--- config.mk ---
export PLATFORM = sky130hd
export DESIGN_NAME = unlock_seq_gate
export DESIGN_NICKNAME = d
export VERILOG_FILES = /design/src/rtl/ulk_pkg.sv /design/src/rtl/ulk_key_rom.sv /design/src/rtl/ulk_bit_counter.sv /design/src/rtl/ulk_ce_guard.sv /design/src/rtl/ulk_ctrl_fsm.sv /design/src/rtl/unlock_seq_gate.sv
export SDC_FILE = /design/constraint.sdc
export NUM_CORES = 1
export LEC_CHECK = 0
export BUFFER_PORTS_ARGS = -buffer_cell sky130_fd_sc_hd__buf_2
export CAP_MARGIN = 5
export CORE_AREA = 8 8 45 47
export CTS_CLUSTER_SIZE = 16
export DETAILED_ROUTE_END_ITERATION = 8
export DIE_AREA = 0 0 53 55
export SLEW_MARGIN = 15
export SYNTH_ARGS = -nofsm -noshare
export SYNTH_HDL_FRONTEND = slang
export SYNTH_HIERARCHICAL = 1
export SYNTH_SLANG_ARGS = --single-unit
--- constraint.sdc ---
create_clock -name clk -period 2.9 [get_ports clk]
set_input_delay 0.29 -clock clk [delete_from_list [all_inputs] [get_ports clk]]
set_output_delay 0.29 -clock clk [all_outputs]
set_load 0.02 [all_outputs]
--- src/rtl/ulk_pkg.sv ---
`timescale 1ns/1ps
package ulk_pkg;

    localparam int KEY_BYTES = 8;
    localparam int KEY_BITS  = KEY_BYTES * 8;

    typedef enum logic [1:0] {
        ST_HUNT = 2'd0,
        ST_OPEN = 2'd1,
        ST_FAIL = 2'd2
    } ulk_state_e;

    // Key bytes repeat with a period of four.
    function automatic logic [7:0] key_byte(input int idx);
        logic [7:0] val;
        case (idx % 4)
            0:       val = 8'hC5;
            1:       val = 8'h3A;
            2:       val = 8'hA3;
            default: val = 8'h5C;
        endcase
        return val;
    endfunction

endpackage

--- src/rtl/ulk_key_rom.sv ---
`timescale 1ns/1ps
module ulk_key_rom #(
    parameter int NBYTES = ulk_pkg::KEY_BYTES,
    localparam int NBITS = NBYTES * 8,
    localparam int IDX_W = $clog2(NBITS)
) (
    input  logic [IDX_W-1:0] idx,
    output logic             key_bit
);

    logic [NBITS-1:0] key_vec;

    // Byte b occupies serial positions 8*b .. 8*b+7, LSB first.
    for (genvar b = 0; b < NBYTES; b++) begin : g_byte
        assign key_vec[8*b +: 8] = ulk_pkg::key_byte(b);
    end

    assign key_bit = key_vec[idx];

endmodule

--- src/rtl/ulk_bit_counter.sv ---
`timescale 1ns/1ps
module ulk_bit_counter #(
    parameter int LIMIT = ulk_pkg::KEY_BITS,
    localparam int CW   = $clog2(LIMIT)
) (
    input  logic          clk,
    input  logic          rst_n,
    input  logic          clear,
    input  logic          inc,
    output logic [CW-1:0] cnt,
    output logic          at_last
);

    localparam logic [CW-1:0] LAST = CW'(LIMIT - 1);

    assign at_last = (cnt == LAST);

    always_ff @(posedge clk) begin
        if (!rst_n) begin
            cnt <= '0;
        end else if (clear) begin
            cnt <= '0;
        end else if (inc) begin
            cnt <= at_last ? '0 : cnt + CW'(1);
        end
    end

    // a clear request empties the position.
    p_clear_empties_r3: assert property (@(posedge clk) disable iff (!rst_n)
        clear |=> (cnt == '0));

    // the last position wraps back to zero.
    p_wrap_at_last_r5: assert property (@(posedge clk) disable iff (!rst_n)
        (inc && at_last && !clear) |=> (cnt == '0));

endmodule

--- src/rtl/ulk_ce_guard.sv ---
`timescale 1ns/1ps
module ulk_ce_guard (
    input  logic ce_in_n,
    input  logic pwr_good,
    input  logic mode_rom,
    output logic ce_out_n
);

    logic protect;

    // Write protection applies only in RAM mode.
    assign protect  = !mode_rom && !pwr_good;
    assign ce_out_n = protect ? 1'b1 : ce_in_n;

endmodule

--- src/rtl/ulk_ctrl_fsm.sv ---
`timescale 1ns/1ps
module ulk_ctrl_fsm (
    input  logic clk,
    input  logic rst_n,
    input  logic ser_bit,
    input  logic ser_stb,
    input  logic ce_in_n,
    input  logic pwr_good,
    input  logic key_bit,
    input  logic at_last,
    output logic cnt_clear,
    output logic cnt_inc,
    output logic unlocked,
    output logic abort_pulse
);
    import ulk_pkg::*;

    ulk_state_e state_q, state_d;

    // Next state and counter control.
    always_comb begin
        state_d   = state_q;
        cnt_clear = 1'b0;
        cnt_inc   = 1'b0;
        if (!pwr_good) begin
            state_d   = ST_FAIL;
            cnt_clear = 1'b1;
        end else begin
            unique case (state_q)
                ST_FAIL: begin
                    state_d   = ST_HUNT;
                    cnt_clear = 1'b1;
                end
                ST_HUNT: begin
                    if (ce_in_n) begin
                        cnt_clear = 1'b1;
                    end else if (ser_stb) begin
                        if (ser_bit == key_bit) begin
                            cnt_inc = 1'b1;
                            if (at_last) state_d = ST_OPEN;
                        end else begin
                            cnt_clear = 1'b1;
                        end
                    end
                end
                ST_OPEN: begin
                    if (ce_in_n) begin
                        cnt_clear = 1'b1;
                        state_d   = ST_HUNT;
                    end else if (ser_stb) begin
                        cnt_inc = 1'b1;
                        if (at_last) state_d = ST_HUNT;
                    end
                end
                default: begin
                    state_d   = ST_HUNT;
                    cnt_clear = 1'b1;
                end
            endcase
        end
    end

    // State register.
    always_ff @(posedge clk) begin
        if (!rst_n) state_q <= ST_HUNT;
        else        state_q <= state_d;
    end

    // Registered outputs.
    always_ff @(posedge clk) begin
        if (!rst_n) begin
            unlocked    <= 1'b0;
            abort_pulse <= 1'b0;
        end else begin
            unlocked    <= (state_d == ST_OPEN);
            abort_pulse <= (state_q == ST_OPEN) && !pwr_good;
        end
    end

    // the window opens only on a matching final key bit.
    p_unlock_full_key_r2: assert property (@(posedge clk) disable iff (!rst_n)
        $rose(unlocked) |-> ($past(at_last) && $past(ser_stb) && ($past(ser_bit) == $past(key_bit))));

    // a released chip enable leaves the block locked.
    p_ce_release_locks_r4: assert property (@(posedge clk) disable iff (!rst_n)
        ce_in_n |=> !unlocked);

    // power fail leaves the block locked.
    p_fail_locks_r10: assert property (@(posedge clk) disable iff (!rst_n)
        !pwr_good |=> !unlocked);

    // abort is a single-cycle pulse.
    p_abort_single_r9: assert property (@(posedge clk) disable iff (!rst_n)
        abort_pulse |=> !abort_pulse);

    // abort only follows a power drop during an open window.
    p_abort_cause_r9: assert property (@(posedge clk) disable iff (!rst_n)
        abort_pulse |-> ($past(unlocked) && !$past(pwr_good)));

endmodule

--- src/rtl/unlock_seq_gate.sv ---
`timescale 1ns/1ps
module unlock_seq_gate #(
    parameter int KEY_BYTES = ulk_pkg::KEY_BYTES
) (
    input  logic clk,
    input  logic rst_n,
    input  logic ser_bit,
    input  logic ser_stb,
    input  logic ce_in_n,
    input  logic pwr_good,
    input  logic mode_rom,
    output logic ce_out_n,
    output logic unlocked,
    output logic abort_pulse
);

    localparam int KEY_BITS = KEY_BYTES * 8;
    localparam int CNT_W    = $clog2(KEY_BITS);

    logic [CNT_W-1:0] bit_pos;
    logic             at_last;
    logic             key_bit;
    logic             cnt_clear;
    logic             cnt_inc;

    ulk_ce_guard u_guard (
        .ce_in_n  (ce_in_n),
        .pwr_good (pwr_good),
        .mode_rom (mode_rom),
        .ce_out_n (ce_out_n)
    );

    ulk_key_rom #(.NBYTES(KEY_BYTES)) u_rom (
        .idx     (bit_pos),
        .key_bit (key_bit)
    );

    ulk_bit_counter #(.LIMIT(KEY_BITS)) u_cnt (
        .clk     (clk),
        .rst_n   (rst_n),
        .clear   (cnt_clear),
        .inc     (cnt_inc),
        .cnt     (bit_pos),
        .at_last (at_last)
    );

    ulk_ctrl_fsm u_fsm (
        .clk         (clk),
        .rst_n       (rst_n),
        .ser_bit     (ser_bit),
        .ser_stb     (ser_stb),
        .ce_in_n     (ce_in_n),
        .pwr_good    (pwr_good),
        .key_bit     (key_bit),
        .at_last     (at_last),
        .cnt_clear   (cnt_clear),
        .cnt_inc     (cnt_inc),
        .unlocked    (unlocked),
        .abort_pulse (abort_pulse)
    );

    // in RAM mode a supply drop blocks the memory enable at once.
    p_fail_blocks_ce_r7: assert property (@(posedge clk) disable iff (!rst_n)
        (!mode_rom && $fell(pwr_good)) |-> ce_out_n);

    // in ROM mode a supply drop leaves the enable untouched.
    p_rom_passes_ce_r8: assert property (@(posedge clk) disable iff (!rst_n)
        (mode_rom && $fell(pwr_good)) |-> (ce_out_n == ce_in_n));

endmodule

# Word level (Yosys, flattened, before mapping)
# Memory sizes are Yosys's and may differ from the RTL's. A register that Yosys moved wholly into a read port is not among the register bits.
# Cells that the tools add are included.
dict set report classes {
  n_reduce_logical 6
  n_lt_le_gt_ge 1
  n_eq_ne 4
  add_sub_neg 1
  bitwise_logic 1
  n_mux 27
}
# op count
set ops {}
lappend ops {{6-bit two-way mux} 3}
lappend ops {{2-bit two-way mux} 8}
lappend ops {{1-bit two-way mux} 13}
lappend ops {{6-bit by 7-bit less-than comparator with 1-bit output (second input constant)} 1}
lappend ops {{6-bit by 1-bit adder with 6-bit output (second input constant)} 1}
lappend ops {{6-bit equality test (second input constant)} 1}
lappend ops {{2-bit by 1-bit equality test with 1-bit output (second input constant)} 2}
lappend ops {{1-bit case mux with 2 select lines} 2}
lappend ops {{2-bit case mux with 2 select lines} 1}
lappend ops {{1-bit logical AND} 2}
lappend ops {{1-bit zero test} 2}
lappend ops {{2-bit zero test} 1}
lappend ops {{2-bit OR reduction} 1}
lappend ops {{1-bit equality test} 1}
lappend ops {{1-bit inverter} 1}
dict set report totals {
  mem_bits_ro 64
  n_memories 1
  wordCells 45
  regBits 10
}
# memory depth word_bits read_ports rd_clocked_by_memory_dff write_ports line
set mem_list {}
lappend mem_list {{(name not given)} 64 1 1 1 0 ulk_key_rom.sv:18} ;# assign key_bit = key_vec[idx];

# Depth between registers and ports, before layout
# Gate-level depths: netlist (run 1).
dict set report depth {
  word_depth 10
  ltp_mapped 9
}

# Hierarchy
# Netlist (run 1), hierarchy kept.
# mod n_inst seq_area_each_um2 area_per_inst_um2 cells_each
set by_module_without_submodules {}
lappend by_module_without_submodules {ulk_bit_counter 1 120.1 284.0 33}
lappend by_module_without_submodules {ulk_ctrl_fsm 1 80.1 160.2 18}
lappend by_module_without_submodules {ulk_key_rom 1 0.0 82.6 12}
lappend by_module_without_submodules {ulk_ce_guard 1 0.0 7.5 1}

# Worst setup path after synthesis (run 1)
# No wires, ideal clock.
dict set report synth_timing {
  kind {register to register}
  from {reg u_cnt.cnt[2]}
  to {reg u_cnt.cnt[5]}
  required_time_ps 2826
  path_stages_with_launch 10
  path_buffers 0
  path_slack_ps 811
  t_arrival_ps 2014
  path_cell_list {dfxtp_1 -> or2_0 -> and3_1 -> nor4b_2 -> xor2_1 -> nand2b_1 -> and3_1 -> nand4_2 -> or3_1 -> a31oi_1}
}
dict set report synth_via {
  elab_chain_cells 2
  elab_cells_between_ends 3
}
# element line
set synth_rtl {}
lappend synth_rtl {{start, declared} ulk_bit_counter.sv:10} ;# output logic [CW-1:0] cnt,
lappend synth_rtl {{start signal, assigned} ulk_bit_counter.sv:24} ;# cnt <= at_last ? '0 : cnt + CW'(1);
lappend synth_rtl {{6-bit by 1-bit adder with 6-bit output / 6-bit equality test (equally long branches)} {ulk_bit_counter.sv:24, ulk_bit_counter.sv:16}}
lappend synth_rtl {{6-bit two-way mux (*)} ulk_bit_counter.sv:24}
# Mark *: on every way between the ends. The rest lies on a longest branch, timed or not.
# A chain may end at the register's enable or synchronous reset.

# Worst setup path after layout (run 1)
# Ends and elaborated chain as after synthesis.

==> out/metrics.cfg, run 1 <==
[synth]
syn_avg_cell_area_um2 = 8.348
synthAdderAreaFrac_pct = 2.342
synthMuxAreaShare_pct = 1.874
seq_area_frac_synth_pct = 37.47
netlist_instances = 64
synth_top_area_share_pct = 37.47
yosys.area_share.simple_pct = 41.22
synthArstFlopShare_pct = 0
post_synth_most_frequent_cells = dfxtp_1, nand2_1, a21oi_1
synthXorXnorAreaFrac_pct = 4.918
synth_edf_count = 0
synthesis.nets = 72
synth_cell_types = 26
yosysMostFrequentCell = dfxtp_1
synth_top_family_by_area = simple AND/OR/NAND/NOR gates
netlist_top_cells_area = dfxtp_1, a21oi_1, nand2_1
synth-seq-cells = 10
synth_compound_area_share_pct = 11.48
synth_flop_cell = dfxtp_1
synthesis.area_um2 = 534.3
yosys.area.top_type = dfxtp_1
ys_warn_count = 6

[die]
start_util_pct = 38.61
io_pins = 10
fp.dieH_um = 55
die_width_um = 53
std_cell_rows = 14
coreArea_um2 = 1384
dieArea_um2 = 2915

[clock_network]
insertion_delay_ns = 0.27
cts-resized-gates = 0
cts_tree = built
numCtsBuffers = 3
clock_path_buffers = 2
htreeDepth = 1
root_buffer = clkbuf_4
clkTransAtPathRegs_ns = 0.07
cts_hold_buffers = 0
post-cts-setup-buffers = 0
clkSinkCount = 10

[job]
cap_viol_max_count = 0

[timing]
fin_skew_ns = 0.002130
period_needed_ns = 2.299
setup_viol = 0
min_period_over_period_pct = 79.27
hold_viol = 0
tns_ns = 0
final_max_slew_viol_count = 0
fmax_mhz = 435.0
hold-worst-slack_ns = 0.2099
slew-limit-headroom_pct = 81.32
rsz0062_at_grt = no
worst_slew_pin_slew_ns = 0.2796

[placed_design]
place.gp.congestion = 0.7797
placed_area_um2 = 599.3
dp_hpwl_um = 832.1
port_buffers = 9

[worst_setup_path]
critPathKind = flip-flop to flip-flop
timing.reg2reg.setup_slack_ns = 0.60
cp_max_fo = 7
path_buf_inv = 0
worstReg2RegEnd = u_cnt/cnt[5]
reg2reg_from = u_cnt/cnt[2]
cp.arrival_ns = 2.49
worstPathCellList = or2_0 > and3_1 > nor4b_2 > xor2_1 > nand2b_1 > and3_1 > nand4_2 > or3_1 > a31oi_1
crit_path_start_kind = flip-flop
cpMaxStageDelayCell = dfxtp_1
rr_worst_depth = 9
required_ns = 3.09
critical_path_cell_count = 9
cpLargestDelayFamily = simple AND/OR/NAND/NOR gates
crit_start = u_cnt/cnt[2]
path_common_cell = and3_1
max_stage_delay_ns = 0.37
end_kind = flip-flop

[global_route]
grt_pass1_wl_mm = 1.738
antenna_found_initial = 0
grt.total_usage_pct = 8.388
grt_overflow = 0
grt_max_degree = 9
grt_pass1_vias = 441

[hold_path]
hp-class = input pin to flip-flop
min-delay-start = pwr_good
holdPathEnd = u_fsm/state_q[1]
hold_path_depth = 2

[pwr]
p_switching_w = 0.00005922
p_leak_nw = 0.2403
power_switching_share_pct = 21.13
power.internal_w = 0.0002210
pwr-share-clk_pct = 45.6
finalPower_w = 0.0002803
pwr-share-seq_pct = 49.4
pwr-share-comb_pct = 5.0
vdd_drop_max_mv = 0.2095
power.density_nw_per_um2 = 440.9

[final_layout]
finalInstanceArea_um2 = 635.6
nFillCells = 144
antenna_cells = 0
utilization_pct = 45.93
area_growth_pct = 18.97
nNetsFinal = 86
drive_gt1_share_pct = 22.08

[run_status]
outcome = completed

[drt]
vias_per_cell = 5.151
num_vias = 479
wl_per_cell_um = 11.57
first_pass_iters = 4
drt_iter0_drc = 5
drc_errors = 0
ant_nets = 0
finalWirelength_mm = 1.076

==> worst reg2reg max path, delay by kind of cell, from the launching register on <==
family	cells	cell delay, ns
flip-flops	1	0.37
XOR/XNOR	1	0.12
AO/OA/AOI/OAI	1	0.18
AND/OR/NAND/NOR	7	1.57
==> worst max-delay path by stage <==
stage / to / slack, ns
2_1_floorplan: u_cnt/cnt[5] / 0.81
3_3_place_gp: u_cnt/cnt[5] / 0.66
3_5_place_dp: u_cnt/cnt[5] / 0.61
4_1_cts: u_cnt/cnt[5] / 0.60
5_1_grt: u_cnt/cnt[5] / 0.38
6_report: u_cnt/cnt[5] / 0.60
==> routing by layer <==
layer  share of wire (%)  vias up  GRT usage (%)
met1                  45      214          8.589
met3                 4.8        5          3.476
met4                 3.5        0          6.466
met2                  46        7          13.48
met5                   0        -              0
li1                    -      253              -
==> area by class of cell <==
cell class / instances / area [um^2] / share of cell area (%)
tap: 16 / 20.02 / 3.150
timing repair buffer: 9 / 45.04 / 7.087
inverter: 1 / 3.754 / 0.5906
clock buffer: 4 / 36.28 / 5.709
multi-input combinational: 53 / 330.3 / 51.97
sequential: 10 / 200.2 / 31.50
==> cells by family after synthesis <==
kind of cell	Yosys count
and+or+nand+nor	37
AOI/OAI and AO/OA	11
DFF	10
xor gates and xnor gates	3
buffers and inverters	1
muxes	1
adders and majority gates	1
==> sequential cells by signal (all words and copies together) (netlist names) <==
name / count
u_cnt/cnt: 6
u_fsm/abort_pulse: 1
u_fsm/state_q: 2
u_fsm/unlocked: 1
==> stage by stage <==
step / std cells / setup slack [ns]
detailed placement: 89 / 0.6139
floorplan: 64 / 0.8115
CTS: 93 / 0.6001
global placement: 89 / 0.6631
global route: 93 / 0.3813
finish: 93 / 0.6012
==> power groups by stage <==
stage               clock network (W)   logic [W]  registers (W)
finish                       0.000128   0.0000140       0.000138
floorplan                           0  0.00000723       0.000142
global route                 0.000140   0.0000160       0.000139
detailed placement                  0   0.0000142       0.000142
CTS                          0.000130   0.0000142       0.000138
global placement                    0   0.0000141       0.000142
==> cell usage in the layout, fill, tap and decap left out <==
cell type   n
nor4b_2     1
ha_1        1
inv_1       1
o211ai_1    1
nor2b_1     2
mux2i_1     1
buf_2       9
or2b_1      3
o21ai_0     2
or2_2       1
or3_1       2
a31oi_1     1
and3_1      2
nand2b_2    1
nand2b_1    3
xor2_1      3
clkbuf_8    1
or2_0       1
nor3b_1     1
nand3_1     3
clkbuf_4    3
dfxtp_1    10
and3b_1     1
nand2_1     8
a21oi_1     6
nand4_1     2
nand4_2     1
nor2_1      5
o21bai_1    1
Note: power is estimated with default switching activity, not from simulation.
==> run 2, diff against run 1 <==
==> constraint.sdc (replaced) <==
create_clock -name clk -period 2.04 [get_ports clk]
set_input_delay 0.204 -clock clk [delete_from_list [all_inputs] [get_ports clk]]
set_output_delay 0.204 -clock clk [all_outputs]
set_load 0.02 [all_outputs]
==> run 2 against run 1 <==
Against the previous run:
- register-to-register slack lost 0.59 ns
- critical endpoint unchanged
- total power grew 28%
- core utilization grew 6.7 points
- first-iteration DRC count grew 60%
==> out/metrics.cfg, run 2 (synthesis gave the netlist of run 1 again) <==
[placed_design]
port_buffers = 9
dp_hpwl_um = 867.2
place.gp.congestion = 0.7649

[die]
dieArea_um2 = 2915
die_width_um = 53
coreArea_um2 = 1384
fp.dieH_um = 55
io_pins = 10
std_cell_rows = 14
start_util_pct = 38.61

[final_layout]
utilization_pct = 52.62
largest_reg_flops = 6
reg.largest.list = u_cnt/cnt x6, u_fsm/state_q x2
layout_commonest_cell = buf_2
antenna_cells = 0
multi_input_area_um2 = 384.1
layout_common_cells = buf_2, nand2_1, dfxtp_1
nFillCells = 138
nNetsFinal = 92
regMostFlops = u_cnt/cnt
area_growth_pct = 36.30
seqCellArea_um2 = 203.9
drive_gt1_share_pct = 37.80

[drt]
drt_iter0_drc = 8
met1_length_um = 587
vias_per_cell = 5.480
first_pass_iters = 4
finalWirelength_mm = 1.246
num_vias = 537
wl_per_cell_um = 12.71
drc_errors = 0
wl_met3_um = 44
ant_nets = 0
met2_length_um = 580
top_layer = met4

[clock_network]
clkTransAtPathRegs_ns = 0.07
clkSinkCount = 10
root_buffer = clkbuf_4
cts_hold_buffers = 0
clock_path_buffers = 2
cts_tree = built
numCtsBuffers = 3
insertion_delay_ns = 0.27
htreeDepth = 1

[hold_path]
hp-class = input pin to flip-flop

[worst_setup_path]
critPathKind = flip-flop to flip-flop
cp.arrival_ns = 2.22
crit_path_start_kind = flip-flop
required_ns = 2.23
rr_worst_depth = 9
timing.reg2reg.setup_slack_ns = 0.01
crit_start = u_cnt/cnt[3]
worstReg2RegEnd = u_cnt/cnt[5]
cp-endpoint = u_cnt/cnt[5]
cp_max_fo = 8
end_kind = flip-flop
reg2reg_from = u_cnt/cnt[3]

[global_route]
grt_pass1_vias = 504
grt_overflow = 0
grt_pass1_wl_mm = 1.973
antenna_found_initial = 0
grt.total_usage_pct = 9.419
grt_max_degree = 9

[run_status]
outcome = completed

[timing]
fin_skew_ns = 0.006812
rsz0062_at_grt = yes
setup_viol = 0
slew-limit-headroom_pct = 76.40
min_period_over_period_pct = 99.33
final_max_slew_viol_count = 0
period_needed_ns = 2.026
worst_slew_pin_slew_ns = 0.3533
hold_viol = 0
fmax_mhz = 493.5

[pwr]
pwr-share-seq_pct = 55.0
pwr-share-comb_pct = 7.1
power.density_nw_per_um2 = 491.2
p_leak_nw = 0.2978
power_switching_share_pct = 22.56
p_switching_w = 0.00008070
vdd_drop_max_mv = 0.2982
pwr-share-clk_pct = 37.9
finalPower_w = 0.0003577
power.internal_w = 0.0002770

[job]
cap_viol_max_count = 0

[run 2: cell count changes in the layout (fill, tap and decap cells not counted), moves of 2 or more]
cell     previous run  this run
dfxtp_2             0         3
and3_4              0         2
dfxtp_1            10         7
and3_1              2         0
buf_4               0         5
[run 2: routing by layer]
| metal | global-route usage, % | up-vias |
|---|---|---|
| li1 | - | 264 |
| met1 | 10.40 | 263 |
| met2 | 14.06 | 6 |
| met3 | 3.743 | 4 |
| met4 | 7.759 | 0 |
| met5 | 0 | - |
[run 2: worst max-delay path, stage by stage (launching register included)]
cell,delay [ns]
dfxtp_2,0.39
or2b_1,0.25
a21oi_1,0.21
nor4b_4,0.09
xor2_1,0.18
nand2b_1,0.10
and3_4,0.22
nand4_4,0.09
or3_1,0.31
a31oi_1,0.12
[run 2: worst min-delay path by stage]
stage / from / endpoint / slack, ns / depth (start not counted)
CTS: pwr_good / u_fsm/state_q[1] / 0.12 / 2
floorplan: pwr_good / u_fsm/state_q[1] / 0.28 / 1
global route: pwr_good / u_fsm/state_q[1] / 0.13 / 2
finish: pwr_good / u_fsm/state_q[1] / 0.13 / 2
detailed placement: pwr_good / u_fsm/state_q[1] / 0.40 / 2
global placement: pwr_good / u_fsm/state_q[1] / 0.40 / 2
[run 2: timing repair]
item	CTS	global route
cloned	0	0
pin swaps	3	8
setup buffers	0	1
endpoints found under the setup margin	5	6
gates resized for setup	6	9
[run 2: metrics by stage]
stage                     setup TNS [ns]  cells  setup WS [ns]  hold slack (ns)  area, um^2
final                                  0     98        0.01367           0.1307       728.2
after detailed placement         -0.2943     94       -0.09502           0.4028       641.9
after floorplan                        0     64        0.02072           0.2833       539.3
after global routing             -0.3267     98        -0.1049           0.1278       728.2
after CTS                              0     97       0.005362           0.1175       684.4
after global placement           -0.1857     94       -0.05669           0.3960       641.9
[run 2: power by group through the flow]
| stage | Sequential, W | Combinational (W) | Clock, W |
|---|---|---|---|
| after floorplan | 0.000201 | 0.0000108 | 0 |
| after CTS | 0.000197 | 0.0000218 | 0.000141 |
| final | 0.000197 | 0.0000254 | 0.000135 |
| after detailed placement | 0.000201 | 0.0000215 | 0 |
| after global placement | 0.000201 | 0.0000212 | 0 |
| after global routing | 0.000197 | 0.0000275 | 0.000151 |
[run 2: final cells by class]
| type | instances | share of cell area, % |
|---|---|---|
| multi-input cells | 53 | 52.75 |
| inverters | 1 | 0.5155 |
| flip-flops and latches | 10 | 28.01 |
| clock buffers | 3 | 3.093 |
| well taps | 16 | 2.749 |
| repair buffers | 15 | 12.89 |
